<file path="src/rtl/ind_bridge_pkg.sv">
package ind_bridge_pkg;
  localparam int REG_W    = 32;
  localparam int BUSY_BIT = 31;
  localparam int DIR_BIT  = 30;
  localparam logic SEL_CTRL = 1'b0;
  localparam logic SEL_DATA = 1'b1;

  // Clear the byte offset inside a 4-byte word.
  function automatic logic [REG_W-1:0] word_align(input logic [REG_W-1:0] a);
    return a & ~REG_W'(3);
  endfunction

  // Assemble the control register image from its fields.
  function automatic logic [REG_W-1:0] ctrl_image(input logic [REG_W-1:0] addr,
                                                  input logic dir_wr,
                                                  input logic busy);
    logic [REG_W-1:0] v;
    v = addr;
    v[DIR_BIT]  = dir_wr;
    v[BUSY_BIT] = busy;
    return v;
  endfunction
endpackage

</file>
<file path="src/rtl/bridge_access_seq.sv">
module bridge_access_seq (
  input  logic clk,
  input  logic rst_n,
  input  logic start,
  input  logic int_ack,
  output logic busy,
  output logic done
);
  logic busy_q;

  assign busy = busy_q;
  assign done = busy_q && int_ack;

  always_ff @(posedge clk or negedge rst_n) begin
    if (!rst_n) busy_q <= 1'b0;
    else if (start) busy_q <= 1'b1;
    else if (done) busy_q <= 1'b0;
  end

  AST_START_SETS_BUSY: assert property (@(posedge clk) disable iff (!rst_n)
    start |=> busy_q);
  AST_HOLD_UNTIL_ACK: assert property (@(posedge clk) disable iff (!rst_n)
    busy_q && !int_ack |=> busy_q);
  AST_ACK_RELEASES: assert property (@(posedge clk) disable iff (!rst_n)
    done |=> !busy_q);
  AST_IDLE_ACK_NOP: assert property (@(posedge clk) disable iff (!rst_n)
    !busy_q && int_ack && !start |=> !busy_q);
endmodule

</file>
<file path="src/rtl/bridge_host_regs.sv">
module bridge_host_regs
  import ind_bridge_pkg::*;
#(
  parameter int ADDR_W = 16
) (
  input  logic              clk,
  input  logic              rst_n,
  input  logic              host_sel,
  input  logic              host_wr,
  input  logic [REG_W-1:0]  host_wdata,
  output logic [REG_W-1:0]  host_rdata,
  input  logic              busy,
  input  logic              done,
  input  logic [REG_W-1:0]  done_rdata,
  output logic              start,
  output logic [ADDR_W-1:0] ctrl_addr,
  output logic              ctrl_wr_dir,
  output logic [REG_W-1:0]  data_val
);
  logic [ADDR_W-1:0] addr_q;
  logic              dir_q;
  logic [REG_W-1:0]  data_q;
  logic [REG_W-1:0]  aligned_w;
  logic              ctrl_hit;
  logic              data_hit;
  logic              capture;

  assign aligned_w = word_align(host_wdata);
  assign ctrl_hit  = host_wr && (host_sel == SEL_CTRL);
  assign data_hit  = host_wr && (host_sel == SEL_DATA);
  assign start     = ctrl_hit && !busy;
  assign capture   = done && !dir_q;

  always_ff @(posedge clk or negedge rst_n) begin
    if (!rst_n) begin
      addr_q <= '0;
      dir_q  <= 1'b0;
    end else if (start) begin
      addr_q <= aligned_w[ADDR_W-1:0];
      dir_q  <= host_wdata[DIR_BIT];
    end
  end

  always_ff @(posedge clk or negedge rst_n) begin
    if (!rst_n) data_q <= '0;
    else if (capture) data_q <= done_rdata;
    else if (data_hit && !busy) data_q <= host_wdata;
  end

  assign ctrl_addr   = addr_q;
  assign ctrl_wr_dir = dir_q;
  assign data_val    = data_q;
  assign host_rdata  = (host_sel == SEL_CTRL) ? ctrl_image(REG_W'(addr_q), dir_q, busy) : data_q;

  AST_CTRL_LOCKED: assert property (@(posedge clk) disable iff (!rst_n)
    busy && ctrl_hit |=> $stable(addr_q) && $stable(dir_q));
  AST_DATA_LOCKED: assert property (@(posedge clk) disable iff (!rst_n)
    busy && data_hit && !capture |=> $stable(data_q));
  AST_READ_CAPTURE: assert property (@(posedge clk) disable iff (!rst_n)
    capture |=> data_q == $past(done_rdata));
  AST_WRITE_KEEPS_DATA: assert property (@(posedge clk) disable iff (!rst_n)
    done && dir_q |=> $stable(data_q));
endmodule

</file>
<file path="src/rtl/ind_access_bridge.sv">
module ind_access_bridge
  import ind_bridge_pkg::*;
#(
  parameter int ADDR_W = 16
) (
  input  logic              clk,
  input  logic              rst_n,
  input  logic              host_sel,
  input  logic              host_wr,
  input  logic [31:0]       host_wdata,
  output logic [31:0]       host_rdata,
  output logic              int_req,
  output logic [ADDR_W-1:0] int_addr,
  output logic              int_we,
  output logic [31:0]       int_wdata,
  input  logic              int_ack,
  input  logic [31:0]       int_rdata
);
  logic start_evt;
  logic done_evt;
  logic busy_w;

  bridge_access_seq u_seq (
    .clk     (clk),
    .rst_n   (rst_n),
    .start   (start_evt),
    .int_ack (int_ack),
    .busy    (busy_w),
    .done    (done_evt)
  );

  bridge_host_regs #(.ADDR_W(ADDR_W)) u_regs (
    .clk         (clk),
    .rst_n       (rst_n),
    .host_sel    (host_sel),
    .host_wr     (host_wr),
    .host_wdata  (host_wdata),
    .host_rdata  (host_rdata),
    .busy        (busy_w),
    .done        (done_evt),
    .done_rdata  (int_rdata),
    .start       (start_evt),
    .ctrl_addr   (int_addr),
    .ctrl_wr_dir (int_we),
    .data_val    (int_wdata)
  );

  assign int_req = busy_w;

  AST_REQ_ALIGNED: assert property (@(posedge clk) disable iff (!rst_n)
    int_req |-> int_addr[1:0] == 2'b00);
  AST_REQ_ADDR_STABLE: assert property (@(posedge clk) disable iff (!rst_n)
    int_req && !int_ack |=> $stable(int_addr) && $stable(int_we));
endmodule

</file>
<file path="config.mk">
export PLATFORM = sky130hd
export DESIGN_NAME = ind_access_bridge
export DESIGN_NICKNAME = d
export VERILOG_FILES = /design/src/rtl/ind_bridge_pkg.sv /design/src/rtl/bridge_access_seq.sv /design/src/rtl/bridge_host_regs.sv /design/src/rtl/ind_access_bridge.sv
export SDC_FILE = /design/constraint.sdc
export NUM_CORES = 1
export LEC_CHECK = 0
export BUFFER_PORTS_ARGS = -buffer_cell sky130_fd_sc_hd__buf_2
export CORE_MARGIN = 2
export CORE_UTILIZATION = 45
export CTS_BUF_LIST = sky130_fd_sc_hd__clkbuf_2
export CTS_CLUSTER_SIZE = 16
export DETAILED_ROUTE_END_ITERATION = 8
export PLACE_DENSITY = 0.81
export SKIP_LAST_GASP = 1
export SLEW_MARGIN = 15
export SYNTH_ARGS = -nofsm -noshare
export SYNTH_HDL_FRONTEND = slang
export SYNTH_HIERARCHICAL = 1
export SYNTH_SLANG_ARGS = --single-unit
</file>
<file path="constraint.sdc">
create_clock -name clk -period 1.91 [get_ports clk]
set_clock_uncertainty 0.15 [all_clocks]
set_input_delay 0.2865 -clock clk [delete_from_list [all_inputs] [get_ports clk]]
set_output_delay 0.2865 -clock clk [all_outputs]
set_load 0.01 [all_outputs]
</file>
After elaboration in Yosys (flattened, before gate mapping) --
Index checks and enable logic that the tools add are counted.
Operators by class: add/sub/neg operators 0, multipliers 0, divide/modulo/power cells 0, order comparisons 0, eq/ne operators 0, shift operators 0, muxes and demuxes 5, bitwise gates (word level) 1, reduce and logical (&&, ||, !) cells 10
Operators by type and width (number):
- 2-to-1 mux 32 bit | 3
- logical AND 1 bit | 6
- nonzero test 2 bit | 2
- zero test 1 bit | 2
- 2-to-1 mux 1 bit | 2
- inverter 1 bit | 1
Storage, ports and cells: register bits 48, latch bits 0, memory bits (writable) 0, bits in read-only memories 0, bits of input ports 69, output and inout bits 82, word-level logic and storage cells 20, memories kept 0

Logic depth before layout (Yosys ltp) --
word-level depth 4, gate-level depth with buffers 6, gate-level depth less buffers 4

Modules after synthesis --
Netlist, hierarchy kept.
By module, submodules not included:
- bridge_host_regs | times used 1, cells each 177, area an instance 2741.4 um^2, seq. area each 1176.1 um^2
- bridge_access_seq | times used 1, cells each 4, area an instance 43.8 um^2, seq. area each 25.0 um^2

Worst setup path after synthesis --
OpenSTA, ideal clock, no wires.
kind register to register, start point register u_seq.busy_q, in the netlist u_seq/busy, end point register u_regs.data_q[0], in the netlist u_regs/data_val[0], setup time 0.125 ns, data arrival time 1.551 ns, required time 1.635 ns, setup slack 0.084 ns, cell stages (with the launch flop) 7, path buffers 2, clock period less this slack 1.826 ns, cells stage by stage dfrtp_1 and2_2 nand2b_4 buf_6 buf_8 mux2_4 mux2_4
Between the ends: word-level cells in the longest chain between the ends 3, elaborated cells between the ends (all ways) 6, those cells by class mux (1); reduce/logical (5)
Ends and longest elaborated chain:
- start, declared | line bridge_access_seq.sv:9 | logic busy_q;
- start signal, assigned | line bridge_access_seq.sv:15 | if (!rst_n) busy_q <= 1'b0;
- start signal, assigned | line bridge_access_seq.sv:16 | else if (start) busy_q <= 1'b1;
- start signal, assigned | line bridge_access_seq.sv:17 | else if (done) busy_q <= 1'b0;
- logical AND 1 bit * | line bridge_access_seq.sv:12 | assign done = busy_q && int_ack;
- via done_evt | line ind_access_bridge.sv:20 | logic done_evt;
- logical AND 1 bit * | line bridge_host_regs.sv:32 | assign capture = done && !dir_q;
- 2-to-1 mux 32 bit / nonzero test 2 bit (equally long branches)
- end signal, assigned | line bridge_host_regs.sv:46 | else if (capture) data_q <= done_rdata;
- end signal, assigned | line bridge_host_regs.sv:47 | else if (data_hit && !busy) data_q <= host_wdata;
- end, declared | line bridge_host_regs.sv:22 | logic [REG_W-1:0] data_q;
Mark *: on every way through the listed nets, which the timed path passes. The rest lies on a longest branch. A chain may end at the register's enable or synchronous reset.

Worst setup path after layout --
start point input int_ack, end point register u_regs.data_q[16], in the netlist u_regs/data_val[16]
Between the ends: word-level cells in the longest chain between the ends 3, elaborated cells between the ends (all ways) 4, those cells by class mux (1); reduce/logical (3)
Ends and longest elaborated chain:
- start, declared | line ind_access_bridge.sv:16 | input logic int_ack,
- logical AND 1 bit * | line bridge_access_seq.sv:12
- via done_evt | line ind_access_bridge.sv:20
- logical AND 1 bit * | line bridge_host_regs.sv:32
- 2-to-1 mux 32 bit / nonzero test 2 bit (equally long branches)
Marks and branches as above.

==> reports/results.ini <==
[route]
ant_nets = 0
routed_via_density = 4.82
drt_first_pass_iters = 3
vias = 2097
drc = 0
drt-total-wl_mm = 6.96
wl_per_cell_um = 16.0
drt_iter0_markers = 39

[setup_path]
cp_slowest_cell = dlygate4sd3_1
arrival_ps = 2070
slowest_delay_ps = 540
crit_fanout = 14
crit_chain = dlygate4sd3_1 > buf_2 > and2_2 > nand2b_4 > buf_12 > mux2_4 > mux2_4
r2r_start = u_seq/busy
cp-start-kind = primary input
path_buf_inv = 3
end_kind = register
r2r_cells = 5
critical_path.top_delay_family = buffers and inverters
criticalPathCategory = primary input to register
regToRegEndpoint = u_regs/data_val[16]
crit_top_cell = mux2_4
required_ps = 2090
ff2ff_setup_slack_ps = 90

[logic_synthesis]
synth_top_area_cell = dfrtp_1
ys_warn_count = 6
synthTopCellsByArea = dfrtp_1 (43%), mux2_4 (32%), mux2_2 (14%)
netlist_instances = 181
synth_top_family_by_area = multiplexers
syn_avg_cell_area_um2 = 15.4
synth-compound-area-share = 0.00270
ys_seq_elements = 48
synthAdderAreaFrac = 0
synthSimpleGateAreaFrac = 0.0544
synth_mux_area_frac = 0.465
synthXorXnorAreaFrac = 0
synth_top_area_frac = 0.431
ys_types = 17
seq_area_frac_synth = 0.431
synthesis.area_mm2 = 0.00279

[cts]
cts.sink_count = 48
cts_root_buffer = clkbuf_2
numCtsBuffers = 5
clkTransAtPathRegs_ps = 260
cts_tree = built
cts_buffer_depth = 2
htreeDepth = 2
clock_latency_ps = 410

[timing]
rsz0062_at_grt = true
final_max_slew_viol_count = 0
tightest_slew_ps = 551
fin_ws_ps = 23.7
finalSetupTns_ps = 0
hold_violations = 0
fin_crit_ps = 1890
slew_headroom = 0.633
fmax_mhz = 530
finalSetupViolations = 0
finalCritPeriodShare = 0.988

[power_and_ir_drop]
leakage_nw = 2.12
p_sw_frac = 0.330
intPower_mw = 2.45
clkPwrFrac = 0.151
comb_power_share = 0.439
power_density_mw_per_mm2 = 921
switching_power_mw = 1.21
seqPwrFrac = 0.410
p_total_mw = 3.66
peakVddDrop_mv = 0.505

[finish]
drive_gt1_frac = 0.739
diodes = 0
area_growth_pct = 42.8
finalNetCount = 428
design_area_mm2 = 0.00398

[place]
hpwl_mm = 4.94
pre_cts_ws_ps = 121
port_buffers = 148
dpl_cell_area_mm2 = 0.00364
gp_congestion = 0.810

[floorplan]
core_mm2 = 0.00596
ios = 151
die_w_um = 82.7
dieArea_mm2 = 0.00683
rows = 28
start_util = 0.468
die_h_um = 82.7

[grt]
antenna_found_initial = 0
grt_util_all_layers = 0.200
grt_max_degree = 28
first_global_vias = 2064
overflow = 0
grt_pass1_wl_mm = 10.1

[run_status]
status = finished, final reports clean

[worst_hold_path]
hold_path.class = primary input to register
hold_depth = 3
min_from = int_rdata[12]
holdPathEnd = u_regs/data_val[12]

[job]
max_cap_violations = 0

synthesized netlist by cell type, drive strengths merged:
cell type	instances
and2	17
inv	1
mux2	95
conb	1
nand2	1
nand2b	1
dfrtp	48
buf	12
nand3b	1
nor3b	1
clkbuf	2
a21o	1
power by group through the flow:
stage / logic, mW / registers [mW] / clock network [mW]
3_3_place_gp: 1.52 / 1.51 / 0
3_5_place_dp: 1.56 / 1.52 / 0
2_1_floorplan: 0.813 / 1.62 / 0
6_report: 1.61 / 1.50 / 0.552
4_1_cts: 1.59 / 1.51 / 0.579
5_1_grt: 1.74 / 1.54 / 0.617
worst min-delay path: stages:
cell and delay [ps]:
buf_2 70, mux2_4 120, mux2_4 120
how the worst max path moves through the flow:
stage                    start  slack [ps]  cells past startpoint                  end
floorplan           u_seq/busy          80                      6   u_regs/data_val[0]
CTS                 u_seq/busy          30                      3       host_rdata[31]
global route        u_seq/busy          -7                      3       host_rdata[31]
detailed placement     int_ack         120                      6  u_regs/data_val[16]
global placement       int_ack         150                      6  u_regs/data_val[18]
finish                 int_ack          20                      7  u_regs/data_val[16]
through the flow:
stage | cells | util | hold WS (ps)
2_1_floorplan | 182 | - | -159
3_3_place_gp | 401 | 0.611 | 152
3_5_place_dp | 401 | 0.611 | 154
4_1_cts | 426 | 0.651 | 8.34
5_1_grt | 435 | 0.668 | -2.29
6_report | 435 | 0.668 | 44.8
routing by layer:
layer  wire length (um)  track usage  vias up
met1               2750        0.235     1028
met2               3780        0.370       75
met3                358       0.0348        5
met4                 74       0.0590        0
met5                  0            0        -
li1                   -            -      989
flip-flops by register name, summed over array words and instances (netlist names):
name and count:
u_seq/busy 1, u_regs/data_val 32, u_regs/ctrl_addr 14, u_regs/ctrl_wr_dir 1
layout by cell type (no fill, tap or decap):
cell / instances
inv_1: 1
nand2b_4: 1
mux2_2: 35
a21o_1: 1
dlygate4sd3_1: 25
clkinvlp_4: 1
bufinv_16: 1
buf_2: 147
clkbuf_2: 5
buf_12: 5
dfrtp_1: 48
nand2_2: 1
clkinv_2: 1
mux2_4: 60
conb_1: 2
and2_2: 1
nor3b_4: 1
buf_6: 2
nand3b_1: 1
and2_1: 16
buf_4: 5
cells by family (layout without fill, tap and decap cells):
group                  after synthesis  in the layout
flip-flops                          48             48
other                                1              2
buffers and inverters               15            193
AO/OA/AOI/OAI                        1              1
multiplexers                        95             95
AND/OR/NAND/NOR                     21             21
cell type report:
cell class                 instances  area, um2
clock buffer                       5       25.0
clock inverter                     3       42.5
fill                             446       1980
inverter                           1       3.75
multi-input combinational        119       1460
sequential                        48       1200
tap                               75       93.8
timing repair buffer             184       1150
what timing repair did:
action	in CTS	in global routing
hold buffers	17	8
setup buffers	0	1
endpoints found under the setup margin	0	1
resized for setup	0	2
endpoints found under the hold margin	37	6
No activity file was read; power rests on OpenSTA's default activity.
